`src/rtl/vext_pkg.sv`:
```
package vext_pkg;
  typedef enum logic [1:0] {
    ESZ_B    = 2'd0,
    ESZ_H    = 2'd1,
    ESZ_W    = 2'd2,
    ESZ_NONE = 2'd3
  } esz_t;

  localparam logic [31:0] FIX_MASK = 32'hBFE0_FC00;
  localparam logic [31:0] FIX_VAL  = 32'h0E00_2C00;

  typedef struct packed {
    logic       hit;
    logic       wide;
    logic [4:0] imm;
    esz_t       esz;
    logic       idx_zero;
    logic       undef;
    logic [4:0] src;
    logic [4:0] dst;
  } dec_t;
endpackage

```
`src/rtl/vext_decode.sv`:
```
module vext_decode
  import vext_pkg::*;
(
  input  logic [31:0] insn,
  output dec_t        dec
);
  always_comb begin
    dec.hit  = (insn & FIX_MASK) == FIX_VAL;
    dec.wide = insn[30];
    dec.imm  = insn[20:16];
    dec.src  = insn[9:5];
    dec.dst  = insn[4:0];
    if (dec.imm[0])      dec.esz = ESZ_B;
    else if (dec.imm[1]) dec.esz = ESZ_H;
    else if (dec.imm[2]) dec.esz = ESZ_W;
    else                 dec.esz = ESZ_NONE;
    unique case (dec.esz)
      ESZ_B:   dec.idx_zero = dec.imm[4:1] == 4'd0;
      ESZ_H:   dec.idx_zero = dec.imm[4:2] == 3'd0;
      ESZ_W:   dec.idx_zero = dec.imm[4:3] == 2'd0;
      default: dec.idx_zero = 1'b1;
    endcase
    dec.undef = dec.hit &&
                ((dec.esz == ESZ_NONE) || (dec.esz == ESZ_W && !dec.wide));
  end
endmodule

```
`src/rtl/vext_select.sv`:
```
module vext_select
  import vext_pkg::*;
#(
  parameter int VEC_W = 128,
  parameter int RES_W = 64,
  parameter int NSZ   = 3
) (
  input  logic [VEC_W-1:0] vec,
  input  esz_t             esz,
  input  logic [4:0]       imm,
  input  logic             wide,
  output logic [RES_W-1:0] res
);
  localparam int OFF_W = $clog2(VEC_W);
  localparam int HALF  = RES_W / 2;

  logic [OFF_W-1:0] off;
  logic [VEC_W-1:0] shifted;
  logic [RES_W-1:0] ext [NSZ];

  always_comb begin
    unique case (esz)
      ESZ_B:   off = OFF_W'({imm[4:1], 3'b000});
      ESZ_H:   off = OFF_W'({imm[4:2], 4'b0000});
      ESZ_W:   off = OFF_W'({imm[4:3], 5'b00000});
      default: off = '0;
    endcase
  end

  assign shifted = vec >> off;

  for (genvar g = 0; g < NSZ; g++) begin : g_ext
    localparam int EW = 8 << g;
    assign ext[g] = {{(RES_W-EW){shifted[EW-1]}}, shifted[EW-1:0]};
  end

  logic [RES_W-1:0] full;
  always_comb begin
    unique case (esz)
      ESZ_B:   full = ext[0];
      ESZ_H:   full = ext[1];
      ESZ_W:   full = ext[2];
      default: full = '0;
    endcase
    res = wide ? full : {{HALF{1'b0}}, full[HALF-1:0]};
  end
endmodule

```
`src/rtl/vext_unit.sv`:
```
module vext_unit
  import vext_pkg::*;
#(
  parameter int VEC_W = 128,
  parameter int RES_W = 64,
  parameter int REG_AW = 5
) (
  input  logic              clk,
  input  logic              rst_n,
  input  logic              in_valid,
  output logic              in_ready,
  input  logic [31:0]       in_insn,
  input  logic              fp_en,
  input  logic              vec_en,
  output logic [REG_AW-1:0] vec_addr,
  input  logic [VEC_W-1:0]  vec_data,
  output logic              out_valid,
  input  logic              out_ready,
  output logic              out_hit,
  output logic              out_wen,
  output logic [REG_AW-1:0] out_dst,
  output logic [RES_W-1:0]  out_data,
  output logic              out_undef,
  output logic              out_trap
);
  localparam logic [REG_AW-1:0] ZR = '1;

  dec_t             dec;
  logic [RES_W-1:0] res;
  logic             need_ok, trap, ok, accept;

  vext_decode u_dec (.insn(in_insn), .dec(dec));

  vext_select #(.VEC_W(VEC_W), .RES_W(RES_W)) u_sel (
    .vec(vec_data), .esz(dec.esz), .imm(dec.imm), .wide(dec.wide), .res(res)
  );

  assign vec_addr = REG_AW'(dec.src);
  assign in_ready = !out_valid || out_ready;
  assign accept   = in_valid && in_ready;
  assign need_ok  = dec.idx_zero ? fp_en : (fp_en && vec_en);
  assign trap     = dec.hit && !dec.undef && !need_ok;
  assign ok       = dec.hit && !dec.undef && !trap;

  always_ff @(posedge clk) begin
    if (!rst_n) begin
      out_valid <= 1'b0;
      out_hit   <= 1'b0;
      out_wen   <= 1'b0;
      out_dst   <= '0;
      out_data  <= '0;
      out_undef <= 1'b0;
      out_trap  <= 1'b0;
    end else if (accept) begin
      out_valid <= 1'b1;
      out_hit   <= dec.hit;
      out_wen   <= ok && (REG_AW'(dec.dst) != ZR);
      out_dst   <= REG_AW'(dec.dst);
      out_data  <= ok ? res : '0;
      out_undef <= dec.undef;
      out_trap  <= trap;
    end else if (out_ready) begin
      out_valid <= 1'b0;
    end
  end

  AST_ONE_CYCLE: assert property (@(posedge clk) disable iff (!rst_n)
    in_valid && in_ready |=> out_valid);
  AST_HOLD_STALL: assert property (@(posedge clk) disable iff (!rst_n)
    out_valid && !out_ready |=> out_valid && $stable(out_data) && $stable(out_wen) && $stable(out_dst));
  AST_ZERO_REG: assert property (@(posedge clk) disable iff (!rst_n)
    out_valid && out_dst == ZR |-> !out_wen);
  AST_UNDEF_QUIET: assert property (@(posedge clk) disable iff (!rst_n)
    out_valid && out_undef |-> !out_wen && !out_trap && out_data == '0);
  AST_MISS_QUIET: assert property (@(posedge clk) disable iff (!rst_n)
    out_valid && !out_hit |-> !out_wen && !out_undef && !out_trap);
  AST_TRAP_NOWRITE: assert property (@(posedge clk) disable iff (!rst_n)
    out_valid && out_trap |-> !out_wen && out_data == '0);
endmodule

```
`config.mk`:
```
export PLATFORM = sky130hd
export DESIGN_NAME = vext_unit
export DESIGN_NICKNAME = d
export VERILOG_FILES = /design/src/rtl/vext_pkg.sv /design/src/rtl/vext_decode.sv /design/src/rtl/vext_select.sv /design/src/rtl/vext_unit.sv
export SDC_FILE = /design/constraint.sdc
export NUM_CORES = 1
export LEC_CHECK = 0
export BUFFER_PORTS_ARGS = -buffer_cell sky130_fd_sc_hd__buf_2
export CELL_PAD_IN_SITES_DETAIL_PLACEMENT = 1
export CELL_PAD_IN_SITES_GLOBAL_PLACEMENT = 1
export CORE_ASPECT_RATIO = 1.4
export CORE_UTILIZATION = 33
export DETAILED_ROUTE_END_ITERATION = 16
export PLACE_DENSITY_LB_ADDON = 0.1
export SYNTH_ARGS = -nofsm -noshare
export SYNTH_HDL_FRONTEND = slang
export SYNTH_SLANG_ARGS = --single-unit
```
`constraint.sdc`:
```
create_clock -name clk -period 2.4 [get_ports clk]
set_input_delay 0.48 -clock clk [delete_from_list [all_inputs] [get_ports clk]]
set_output_delay 0.48 -clock clk [all_outputs]
set_load 0.02 [all_outputs]
```
==> run_results.csv <==
group,metric,value,unit
route,first_iter_violations,613,
sta,slew_headroom,52.8,%
worst_setup_path,r2r-end,"out_data[23]",
finish,fin_util,46.1,%
finish,nNetsFinal,1307,
clock_tree,clock_latency,290,ps
sta,holdWs,434,ps
route,num_vias,8475,
sta,fin_ws,95.8,ps
clock_tree,numCtsBuffers,5,
worst_setup_path,arrival,2500,ps
logic_synthesis,yosys_warnings,0,
sta,timing.final.crit_share,96.0,%
logic_synthesis,synth_edf_count,0,
power_and_ir_drop,peakVddDrop,0.223,mV
place,io_buffer_count,235,
clock_tree,h-tree-depth,2,
min_path,min_path_cells,3,
clock_tree,cts_tree,"yes",
min_path,hold_start,"in_insn[4]",
floorplan,die_height,169,um
sta,clock.fmax,434,MHz
worst_setup_path,reg2regPathDepth,7,
sta,tightest_slew,707,ps
worst_setup_path,startpoint_type,"input port",
route,vias_per_cell,6.10,
route,drt_wl_total,33600,um
floorplan,start_util,34.0,%
clock_tree,root_buffer,"clkbuf_16",
min_path,hold_class,"in2reg",
power_and_ir_drop,p_leak,0.00401,uW
logic_synthesis,synth_area,0.00658,mm^2
place,place.gp.congestion,0.920,
route,drt.antenna.violating_nets,0,
sta,tns,0,ps
global_route,grt_max_degree,39,
place,dpl_worst_slack,-361,ps
worst_setup_path,reg2reg_slack,540,ps
global_route,overflow,0,
min_path,min_to,"out_dst[4]",
logic_synthesis,ys.flop_type,"dfxtp_1",
sta,worst_clock_skew,2.51,ps
worst_setup_path,critPathMostFrequentCell,"buf_12",
sta,setup-violations-final,0,
global_route,gr-usage-all-layers,32.6,%
logic_synthesis,netlist_instances,858,
global_route,grt_first_pass_wirelength,50600,um
worst_setup_path,crit_type,"in2reg",
worst_setup_path,critPathMaxFanout,17,
route,first_pass_iters,5,
floorplan,rows,60,
logic_synthesis,ys_seq_area_share,13.1,%
sta,min_period,2300,ps
finish,syn_to_final_growth,35.6,%
sta,hold_viol,0,
worst_setup_path,crit_chain,"buf_4, buf_12, nor2b_1, a221oi_2, a211oi_1, o32a_1, a22oi_4, buf_12, a311oi_1",
global_route,antenna_found_initial,0,
power_and_ir_drop,p_total,2950,uW
clock_tree,cts_hold_buf,0,
worst_setup_path,slowest_delay,430,ps
route,drc,0,
global_route,grt_pass1_vias,8719,
finish,antenna_cells,0,
power_and_ir_drop,powerDensity,331,mW/mm^2
sta,rsz0062_at_grt,"no",
worst_setup_path,crit_slowest_cell,"o32a_1",
finish,drive_above_1_share,41.6,%
floorplan,die_w,121,um
place,place_hpwl,27600,um
route,detail_route.wl_per_cell,24.2,um
status,status,"completed",
logic_synthesis,ys_seq_elements,43,
worst_setup_path,r2r_start,"out_valid",
floorplan,dieArea,0.0205,mm^2
finish,final_common_cell,"buf_2",
logic_synthesis,synth_async_sr_flop_share,0,%
clock_tree,cts.clk_slew.worst_paths,60,ps
clock_tree,clock-sinks,43,
logic_synthesis,synth_cell_types,88,
finish,layout_common_cells,"buf_2 (234), buf_4 (151), nand2_1 (113)",
worst_setup_path,required,2590,ps
floorplan,ios,246,
run,cap_violations,0,
sta,maxSlewViolCount,0,
logic_synthesis,synth_nets,1024,
worst_setup_path,cp-end-kind,"register",
floorplan,core,0.0194,mm^2
clock_tree,cts_max_path_buffers,2,
logic_synthesis,syn_area_per_cell,7.66,um^2
## cell type report
cell class,count,area [um^2]
clock buffers,5,125
clock inverters,3,15.0
fillers,2471,10400
inverters,13,48.8
multi-input cells,678,4950
flip-flops and latches,43,861
well taps,248,310
repair buffers,400,2610
## synth_stat cells (9+ instances only)
master | number | area, um^2
buf_4 | 44 | 330
a22o_1 | 9 | 78.8
buf_2 | 32 | 160
mux4_2 | 28 | 631
mux2_2 | 15 | 169
nor2_1 | 35 | 131
o211ai_1 | 14 | 105
o22ai_1 | 14 | 87.6
a22oi_1 | 11 | 82.6
a21oi_1 | 76 | 380
o221ai_1 | 13 | 114
nor3_1 | 13 | 65.1
inv_1 | 11 | 41.3
mux2i_1 | 61 | 611
nand3_1 | 17 | 85.1
clkbuf_1 | 36 | 135
a311oi_1 | 12 | 105
dfxtp_1 | 43 | 861
a211oi_1 | 11 | 82.6
a211o_1 | 12 | 105
a221oi_1 | 13 | 114
nand2_1 | 113 | 424
o21ai_0 | 55 | 275
## registers in the layout, indices dropped and copies added, names as in the netlist
signal and count:
out_trap 1, out_undef 1, out_hit 1, out_wen 1, out_data 33, out_valid 1, out_dst 5
## metrics by stage
step	std cells	area (um^2)
after CTS	1390	8910
after floorplan	858	6580
after detailed placement	1382	8770
after global placement	1382	8770
after global routing	1390	8920
final	1390	8920
## cells by family after synthesis
kind of cell             Yosys count  synth area share, %
AND/OR/NAND/NOR                  238                 17.2
AO/OA/AOI/OAI                    327                 34.7
adder cells (fa/ha/maj)            6                0.932
buffers and inverters            137                 12.1
XOR/XNOR                           1                0.133
multiplexers                     106                 21.8
flip-flops                        43                 13.1
## worst max-delay path: cells and delay by family
| family | cells | cell delay [ps] |
|---|---|---|
| buffers and inverters | 3 | 460 |
| AO/OA/AOI/OAI | 5 | 1260 |
| AND/OR/NAND/NOR | 1 | 280 |
## timing repair
action                     CTS  global route
pin swaps                    0             0
gates resized for setup      1             2
buffers inserted             0             0
setup endpoints to repair    2             3
## power by group
| group | internal [uW] | switching [uW] | leakage [uW] |
|---|---|---|---|
| sequential | 720 | 2.65 | 0.000347 |
| combinational | 703 | 862 | 0.00359 |
| clock | 380 | 288 | 0.0000733 |
## per-layer routing
metal / track usage (%) / vias to the layer above / part of all wire [%]
met5: 0 / - / 0
met4: 18.7 / 0 / 5.3
met3: 4.41 / 103 / 6.7
met2: 56.8 / 419 / 50
met1: 37.7 / 4105 / 38
li1: - / 3848 / -
## worst max-delay path by stage
stage | startpoint | to | slack, ps | depth (start not counted)
floorplan | in_insn[17] | out_data[10] | 80 | 8
global placement | in_insn[16] | out_data[62] | -350 | 11
detailed placement | in_insn[16] | out_data[62] | -360 | 11
CTS | in_insn[16] | out_data[11] | 110 | 9
global route | in_insn[17] | out_data[23] | 20 | 10
finish | in_insn[16] | out_data[23] | 100 | 9
(Power assumes the default switching activity.)
